### config.mk
export PLATFORM = sky130hd
export DESIGN_NAME = uart_tx_autorts
export DESIGN_NICKNAME = d
export VERILOG_FILES = /design/src/rtl/uart_tx_pkg.sv /design/src/rtl/uart_tx_fifo.sv /design/src/rtl/uart_tx_engine.sv /design/src/rtl/uart_tx_autorts.sv
export SDC_FILE = /design/constraint.sdc
export NUM_CORES = 1
export LEC_CHECK = 0
export BUFFER_PORTS_ARGS = -buffer_cell sky130_fd_sc_hd__buf_2
export CAP_MARGIN = 30
export CORE_MARGIN = 2
export CORE_UTILIZATION = 59
export CTS_CLUSTER_DIAMETER = 100
export CTS_CLUSTER_SIZE = 14
export DETAILED_ROUTE_END_ITERATION = 6
export PLACE_DENSITY = 0.81
export SYNTH_ARGS = -nofsm -noshare
export SYNTH_HDL_FRONTEND = slang
export SYNTH_SLANG_ARGS = --single-unit
### constraint.sdc
create_clock -name clk -period 3.1 [get_ports clk]
set_clock_uncertainty 0.2 [all_clocks]
set_input_delay 0.62 -clock clk [delete_from_list [all_inputs] [get_ports clk]]
set_output_delay 0.62 -clock clk [all_outputs]
set_load 0.01 [all_outputs]
### src/rtl/uart_tx_pkg.sv
package uart_tx_pkg;

    localparam int CHAR_MAX = 9;
    localparam int BCW      = 4;

    typedef enum logic [2:0] {
        ST_IDLE  = 3'd0,
        ST_LEAD  = 3'd1,
        ST_START = 3'd2,
        ST_DATA  = 3'd3,
        ST_PAR   = 3'd4,
        ST_STOP1 = 3'd5,
        ST_STOP2 = 3'd6
    } tx_state_e;

    typedef struct packed {
        logic [2:0] len_sel;
        logic [2:0] parity;
        logic       two_stop;
        logic       auto_rts;
        logic       cts_gate;
    } tx_cfg_t;

    // number of data bits sent for a length selection
    function automatic logic [BCW-1:0] char_bits(input logic [2:0] sel);
        return (sel > 3'd4) ? BCW'(CHAR_MAX) : BCW'(sel) + BCW'(5);
    endfunction

    function automatic logic parity_on(input logic [2:0] mode);
        return (mode >= 3'd1) && (mode <= 3'd4);
    endfunction

    // parity bit over the low n bits of d
    function automatic logic parity_bit(input logic [2:0] mode,
                                        input logic [CHAR_MAX-1:0] d,
                                        input logic [BCW-1:0] n);
        logic x;
        x = 1'b0;
        for (int i = 0; i < CHAR_MAX; i++) begin
            if (BCW'(i) < n) x = x ^ d[i];
        end
        case (mode)
            3'd1:    return ~x;
            3'd2:    return x;
            3'd3:    return 1'b1;
            default: return 1'b0;
        endcase
    endfunction

endpackage

### src/rtl/uart_tx_fifo.sv
module uart_tx_fifo #(
    parameter int DEPTH = 4,
    parameter int W     = 9,
    localparam int PW   = (DEPTH > 1) ? $clog2(DEPTH) : 1,
    localparam int CW   = $clog2(DEPTH + 1)
) (
    input  logic          clk,
    input  logic          rst_n,
    input  logic [PW-1:0] depth_m1,
    input  logic          push,
    input  logic [W-1:0]  push_data,
    input  logic          pop,
    output logic [W-1:0]  pop_data,
    output logic [CW-1:0] level,
    output logic          empty,
    output logic          overflow
);

    typedef struct packed {
        logic [PW-1:0] rd;
        logic [PW-1:0] wr;
        logic [CW-1:0] cnt;
        logic          ovf;
    } fifo_st_t;

    fifo_st_t st_d, st_q;
    logic [CW-1:0] lim;
    logic          accept;
    logic          take;
    logic [W-1:0]  ent_w [DEPTH];

    function automatic logic [PW-1:0] bump(input logic [PW-1:0] p);
        return (p == PW'(DEPTH - 1)) ? '0 : p + PW'(1);
    endfunction

    // programmed depth, never above the physical one
    assign lim    = (int'(depth_m1) >= DEPTH) ? CW'(DEPTH) : CW'(depth_m1) + CW'(1);
    assign accept = push && (st_q.cnt < lim);
    assign take   = pop && (st_q.cnt != '0);

    always_comb begin
        st_d = st_q;
        if (accept) st_d.wr = bump(st_q.wr);
        if (take)   st_d.rd = bump(st_q.rd);
        if (accept && !take)      st_d.cnt = st_q.cnt + CW'(1);
        else if (take && !accept) st_d.cnt = st_q.cnt - CW'(1);
        if (push && !accept) st_d.ovf = 1'b1;
    end

    always_ff @(posedge clk or negedge rst_n) begin
        if (!rst_n) st_q <= '0;
        else        st_q <= st_d;
    end

    for (genvar g = 0; g < DEPTH; g++) begin : g_ent
        logic [W-1:0] ent_q;
        always_ff @(posedge clk or negedge rst_n) begin
            if (!rst_n)                             ent_q <= '0;
            else if (accept && st_q.wr == PW'(g))   ent_q <= push_data;
        end
        assign ent_w[g] = ent_q;
    end

    assign pop_data = ent_w[st_q.rd];
    assign level    = st_q.cnt;
    assign empty    = (st_q.cnt == '0);
    assign overflow = st_q.ovf;

endmodule

### src/rtl/uart_tx_engine.sv
module uart_tx_engine
    import uart_tx_pkg::*;
(
    input  logic                clk,
    input  logic                rst_n,
    input  logic                baud_tick,
    input  tx_cfg_t             cfg,
    input  logic                cts,
    input  logic                q_empty,
    input  logic [CHAR_MAX-1:0] q_data,
    output logic                q_pop,
    output logic                txd,
    output logic                rts_auto,
    output logic                idle
);

    typedef struct packed {
        tx_state_e           state;
        logic [CHAR_MAX-1:0] shreg;
        logic [BCW-1:0]      bitcnt;
        logic                par;
        logic                rts;
    } eng_st_t;

    eng_st_t st_d, st_q;
    logic [BCW-1:0] n_bits;
    logic [BCW-1:0] last_idx;
    logic           start_ok;
    logic           do_load;
    logic           frame_done;

    assign n_bits   = char_bits(cfg.len_sel);
    assign last_idx = n_bits - BCW'(1);
    assign start_ok = !q_empty && (!cfg.cts_gate || cts);

    always_comb begin
        st_d       = st_q;
        q_pop      = 1'b0;
        do_load    = 1'b0;
        frame_done = 1'b0;
        if (!cfg.auto_rts) st_d.rts = 1'b0;
        if (baud_tick) begin
            case (st_q.state)
                ST_IDLE: begin
                    if (start_ok) begin
                        if (cfg.auto_rts && !st_q.rts) begin
                            // lead-in bit: request line first, start bit one tick later
                            st_d.rts   = 1'b1;
                            st_d.state = ST_LEAD;
                        end else begin
                            do_load = 1'b1;
                        end
                    end
                end
                ST_LEAD: begin
                    if (!q_empty) begin
                        do_load = 1'b1;
                    end else begin
                        st_d.state = ST_IDLE;
                        st_d.rts   = 1'b0;
                    end
                end
                ST_START: st_d.state = ST_DATA;
                ST_DATA: begin
                    if (st_q.bitcnt == last_idx) begin
                        st_d.state = parity_on(cfg.parity) ? ST_PAR : ST_STOP1;
                    end else begin
                        st_d.shreg  = st_q.shreg >> 1;
                        st_d.bitcnt = st_q.bitcnt + BCW'(1);
                    end
                end
                ST_PAR:   st_d.state = ST_STOP1;
                ST_STOP1: begin
                    if (cfg.two_stop) st_d.state = ST_STOP2;
                    else              frame_done = 1'b1;
                end
                ST_STOP2: frame_done = 1'b1;
                default:  st_d.state = ST_IDLE;
            endcase
        end
        if (frame_done) begin
            if (start_ok) begin
                do_load = 1'b1;
            end else begin
                st_d.state = ST_IDLE;
                if (q_empty) st_d.rts = 1'b0;
            end
        end
        if (do_load) begin
            st_d.state  = ST_START;
            st_d.shreg  = q_data;
            st_d.bitcnt = '0;
            st_d.par    = parity_bit(cfg.parity, q_data, n_bits);
            q_pop       = 1'b1;
        end
    end

    always_ff @(posedge clk or negedge rst_n) begin
        if (!rst_n) st_q <= '{state: ST_IDLE, default: '0};
        else        st_q <= st_d;
    end

    always_comb begin
        case (st_q.state)
            ST_START: txd = 1'b0;
            ST_DATA:  txd = st_q.shreg[0];
            ST_PAR:   txd = st_q.par;
            default:  txd = 1'b1;
        endcase
    end

    assign rts_auto = st_q.rts;
    assign idle     = (st_q.state == ST_IDLE);

endmodule

### src/rtl/uart_tx_autorts.sv
module uart_tx_autorts
    import uart_tx_pkg::*;
#(
    parameter int DEPTH = 4,
    localparam int PW   = (DEPTH > 1) ? $clog2(DEPTH) : 1,
    localparam int CW   = $clog2(DEPTH + 1)
) (
    input  logic                clk,
    input  logic                rst_n,
    input  logic                baud_tick,
    input  logic [2:0]          cfg_len_sel,
    input  logic [2:0]          cfg_parity,
    input  logic                cfg_two_stop,
    input  logic                cfg_auto_rts,
    input  logic                cfg_cts_gate,
    input  logic                cfg_rts_manual,
    input  logic [PW-1:0]       cfg_depth_m1,
    input  logic [CW-1:0]       cfg_thresh,
    input  logic                wr_en,
    input  logic [CHAR_MAX-1:0] wr_data,
    input  logic                cts,
    output logic                txd,
    output logic                rts,
    output logic                tx_empty,
    output logic                below_thr,
    output logic                overflow,
    output logic [CW-1:0]       fifo_level
);

    tx_cfg_t             cfg;
    logic                q_empty;
    logic                q_pop;
    logic [CHAR_MAX-1:0] q_data;
    logic                rts_auto;
    logic                eng_idle;

    assign cfg = '{len_sel:  cfg_len_sel,
                   parity:   cfg_parity,
                   two_stop: cfg_two_stop,
                   auto_rts: cfg_auto_rts,
                   cts_gate: cfg_cts_gate};

    uart_tx_fifo #(
        .DEPTH (DEPTH),
        .W     (CHAR_MAX)
    ) fifo_i (
        .clk       (clk),
        .rst_n     (rst_n),
        .depth_m1  (cfg_depth_m1),
        .push      (wr_en),
        .push_data (wr_data),
        .pop       (q_pop),
        .pop_data  (q_data),
        .level     (fifo_level),
        .empty     (q_empty),
        .overflow  (overflow)
    );

    uart_tx_engine eng_i (
        .clk       (clk),
        .rst_n     (rst_n),
        .baud_tick (baud_tick),
        .cfg       (cfg),
        .cts       (cts),
        .q_empty   (q_empty),
        .q_data    (q_data),
        .q_pop     (q_pop),
        .txd       (txd),
        .rts_auto  (rts_auto),
        .idle      (eng_idle)
    );

    assign rts       = cfg_auto_rts ? rts_auto : cfg_rts_manual;
    assign tx_empty  = q_empty && eng_idle;
    assign below_thr = (fifo_level < cfg_thresh);

endmodule

==> results.txt <==
- The run finished with clean final reports.
- Type of the setup path with the least slack: register to register
- Total gr overflow: 0
- Number of warnings reported in the yosys synthesis log: 0
- For met1 alone, demand over resource in global routing was between 30% and 40%.
- By area the synthesized netlist is led by dfrtp_1 (44%), mux2_2 (12%), ha_1 (4.9%).
* Layout overhead on the synthesized area: 12.6%
- Global routing met3 resource utilization: 3.63%
- Global-route wire length before repair: 11.8 mm
- The number of nets handed over by synthesis was 355.
- Unrepaired setup endpoints after global routing: false
- Counting both buffers and inverters, the worst setup path holds a total of 1.
- The floorplan step defined a core boundary enclosing 5850 sq um.
* Post-synth EDFFs: 0
* Number of antenna violations at the first check in global routing: 0
* Primary flip-flop cell chosen by synthesis mapping: dfrtp_1
- Data on the critical path is required at its endpoint by 3.17 ns.
- Area after detailed placement: 3800 sq um
- Share of post-route cells with drive strength above 1: 30.8%
* Maximum number of pins on one net before global-route repair: 32
- After synthesis the cells add up to 3550 sq um.
- Maximum buffer depth of the clock tree: 2
- Fmax: 350 MHz
- The die covers 6650 sq um.
* Worst-margin pin slew: roughly 0.50 ns
* Port Buffers: 36
- Final setup fails: 0
- After clock tree synthesis, the clock-pin slew on the worst setup and hold paths is 0.08 ns.
* CP Data Arrival Time: between 2 and 3 ns
* Die W: 81.5 um
- Once detail routing completed, the nets flagged for antenna violations numbered 0.
- TritonCTS buffer count: 9
* Max transition margin: 66.8%
- The synthesized design devotes to its leading area cell type 43.7% of total area.
- Flops & latches, synth: 62
* H-tree Lvls: 3
- Final-layout setup total negative slack: 0 ns
- Count of distinct cell types in the synthesized netlist: 52
- Worst hold path class: register to register
* Largest vdd supply drop: 0.615 mV
- The analysis attributes to cell leakage a power of about 1.8 nW.
- Vias in the first global route: 2,567
- Using the TritonRoute via totals, the vias-per-cell ratio works out to 5.90.
- After detailed routing, the number of remaining DRC violations is 0.
* Number of vias in the routed layout: 2,550
* Worst-skew pair later-pin latency: between 0.3 and 0.4 ns
- Critical path's top delay family: compound AO/OA/AOI/OAI gates
- In the global route stage, overall resource usage came out at 23.9%.
* Final non-filler cell area: 4000 sq um
- Wires add up to 7.24 mm.
- Cell row count: 28
* Global placer's final weighted congestion: 0.861
- Among all cell types in the netlist, the one instantiated most often is dfrtp_1.
- Part of the cycle the worst path needs: 92.2%
- The final hold violation count came to 0.
- In the global route stage, met2 resource usage came out at 40.0%.
- Min setup slack post-route: 0.242 ns
- The tool flagged a number of max-cap violations equal to 0.
- TritonCTS clock tree: done
* Clock root buffer: clkbuf_8
* Detail-routed net length per standard cell: ~17 um
* Top post-synthesis cells by count: dfrtp_1 (62), mux2_2 (39), o21ai_0 (19)
- Sequential-to-total area share from yosys stat: 43.7%
- Worst hold margin: 0.268 ns
- The number of antenna diodes in the final layout is 0.
* List of cells traversed by the critical path: nand2_1 > a21boi_0 > o32ai_1 > a32oi_1 > nand2b_1 > ha_1 > inv_1 > fa_1 > xor2_1 > nor2_1 > xor2_1
- The final layout contains ~400 nets.
- Post-synth ARST share: 100%
* Post-synthesis cell count: a little over 300
* Critical-path maximum fanout: 11
- The floorplan step set the die height to 81.5 um.
- Power spread over the standard cell area amounts to 1080 nW/um^2.
* Postcts setup bufs: 0
- Initial core utilization: 60.6%
- Clock Sinks: 62
* Worst stage delay on the critical path: 0.50 ns
- Most prevalent standard cell on the critical path: xor2_1
* Cell type contributing the most total cell area after synthesis: dfrtp_1
- Placed wire-length estimate: 5.04 mm
- Post-route minimum period: 2.86 ns
- Syn Area/Cell: 11.4 sq um
- Once layout is complete, the utilization of the core stands at between 60% and 70%.
* CP max-delay cell: dfrtp_1
- Critical Path Start Type: register
* Placement Setup Slack: 0.00621 ns
- DRC violation total after the first TritonRoute iteration: 228
- Fin. max-slew vios: 0
- The first TritonRoute pass finished after 4 iterations.
- The worst setup path is captured at a register.
- After global routing, the most crowded layer is met2.
- I/O pin cnt: 37
[cell type report]
type,count,area (sq um)
fillers,441,1860
flip-flops and latches,62,1550
clock inverters,4,47.5
multi-input cells,218,1840
repair buffers,46,258
clock buffers,11,141
well taps,75,93.8
inverters,16,60.1
[registers in the layout (all words and copies together), names as in the netlist]
signal	cells
eng_i.rts_auto	1
eng_i.st_q	17
fifo_i.g_ent.ent_q	36
fifo_i.level	3
fifo_i.overflow	1
fifo_i.st_q	4
[per-stage QoR]
| stage | power, mW | instances |
|---|---|---|
| global route | 4.62 | 432 |
| detailed placement | 3.61 | 416 |
| global placement | 3.51 | 416 |
| finish | 4.33 | 432 |
| floorplan | 3.15 | 311 |
| CTS | 4.33 | 432 |
[cells in the final DEF (no fill, tap or decap), types with 3 or more instances in the layout]
master / n
a31oi_1: 4
xnor2_1: 8
mux2_2: 39
nor2_1: 18
a21oi_1: 18
inv_1: 16
xor2_1: 3
a21o_1: 3
nand2_1: 18
a21boi_0: 3
mux4_2: 4
o21ai_0: 19
mux4_1: 6
ha_1: 14
buf_4: 9
and2_1: 4
nand2b_1: 9
dfrtp_1: 62
or3_1: 3
mux2i_1: 3
nand3_1: 5
buf_2: 36
clkbuf_8: 10
nor3_1: 4
[power breakdown]
part           internal [mW]  switching, mW  total (mW)
clock network          0.386          0.313       0.700
registers               1.20          0.327        1.53
logic                   1.14          0.961        2.10
[cells by family after synthesis]
kind of cell	Yosys count	synth area share, %
AND/OR/NAND/NOR	71	10.1
AO/OA/AOI/OAI	67	12.3
flip-flops	62	43.7
multiplexers	52	20.2
buffers and inverters	31	4.30
adder cells (fa/ha/maj)	15	5.50
XOR/XNOR	13	3.81
[what timing repair did]
action                                  in CTS  in global routing
hold buffers                                 1                  0
endpoints found under the hold margin       11                  0
endpoints found under the setup margin       0                  0
gates resized for setup                      0                  0
[routing by layer]
| layer | part of all wire, % | up-vias |
|---|---|---|
| li1 | - | 1209 |
| met1 | 44 | 1260 |
| met2 | 51 | 71 |
| met3 | 4.0 | 10 |
| met4 | 1.1 | 0 |
| met5 | 0 | - |
[worst register-to-register path: stages (launching register included)]
cell	delay, ns
dfrtp_1	0.50
nand2_1	0.18
a21boi_0	0.21
o32ai_1	0.12
a32oi_1	0.30
nand2b_1	0.21
ha_1	0.20
inv_1	0.07
fa_1	0.39
xor2_1	0.17
nor2_1	0.11
xor2_1	0.15
[path summary, 6_finish.rpt]
path / from / end / slack (ns) / cells after the start
setup reg to reg: eng_i.st_q[17] / fifo_i.level[2] / 0.24 / 11
max in group asynchronous: rst_n / fifo_i.g_ent[3].ent_q[8] / 1.50 / 3
setup / recovery: eng_i.st_q[17] / fifo_i.level[2] / 0.24 / 11
hold / removal: fifo_i.overflow / fifo_i.overflow / 0.27 / 1
hold reg to reg: fifo_i.overflow / fifo_i.overflow / 0.27 / 1
min in group asynchronous: rst_n / fifo_i.level[2] / 0.51 / 2
(Power assumes the default switching activity.)
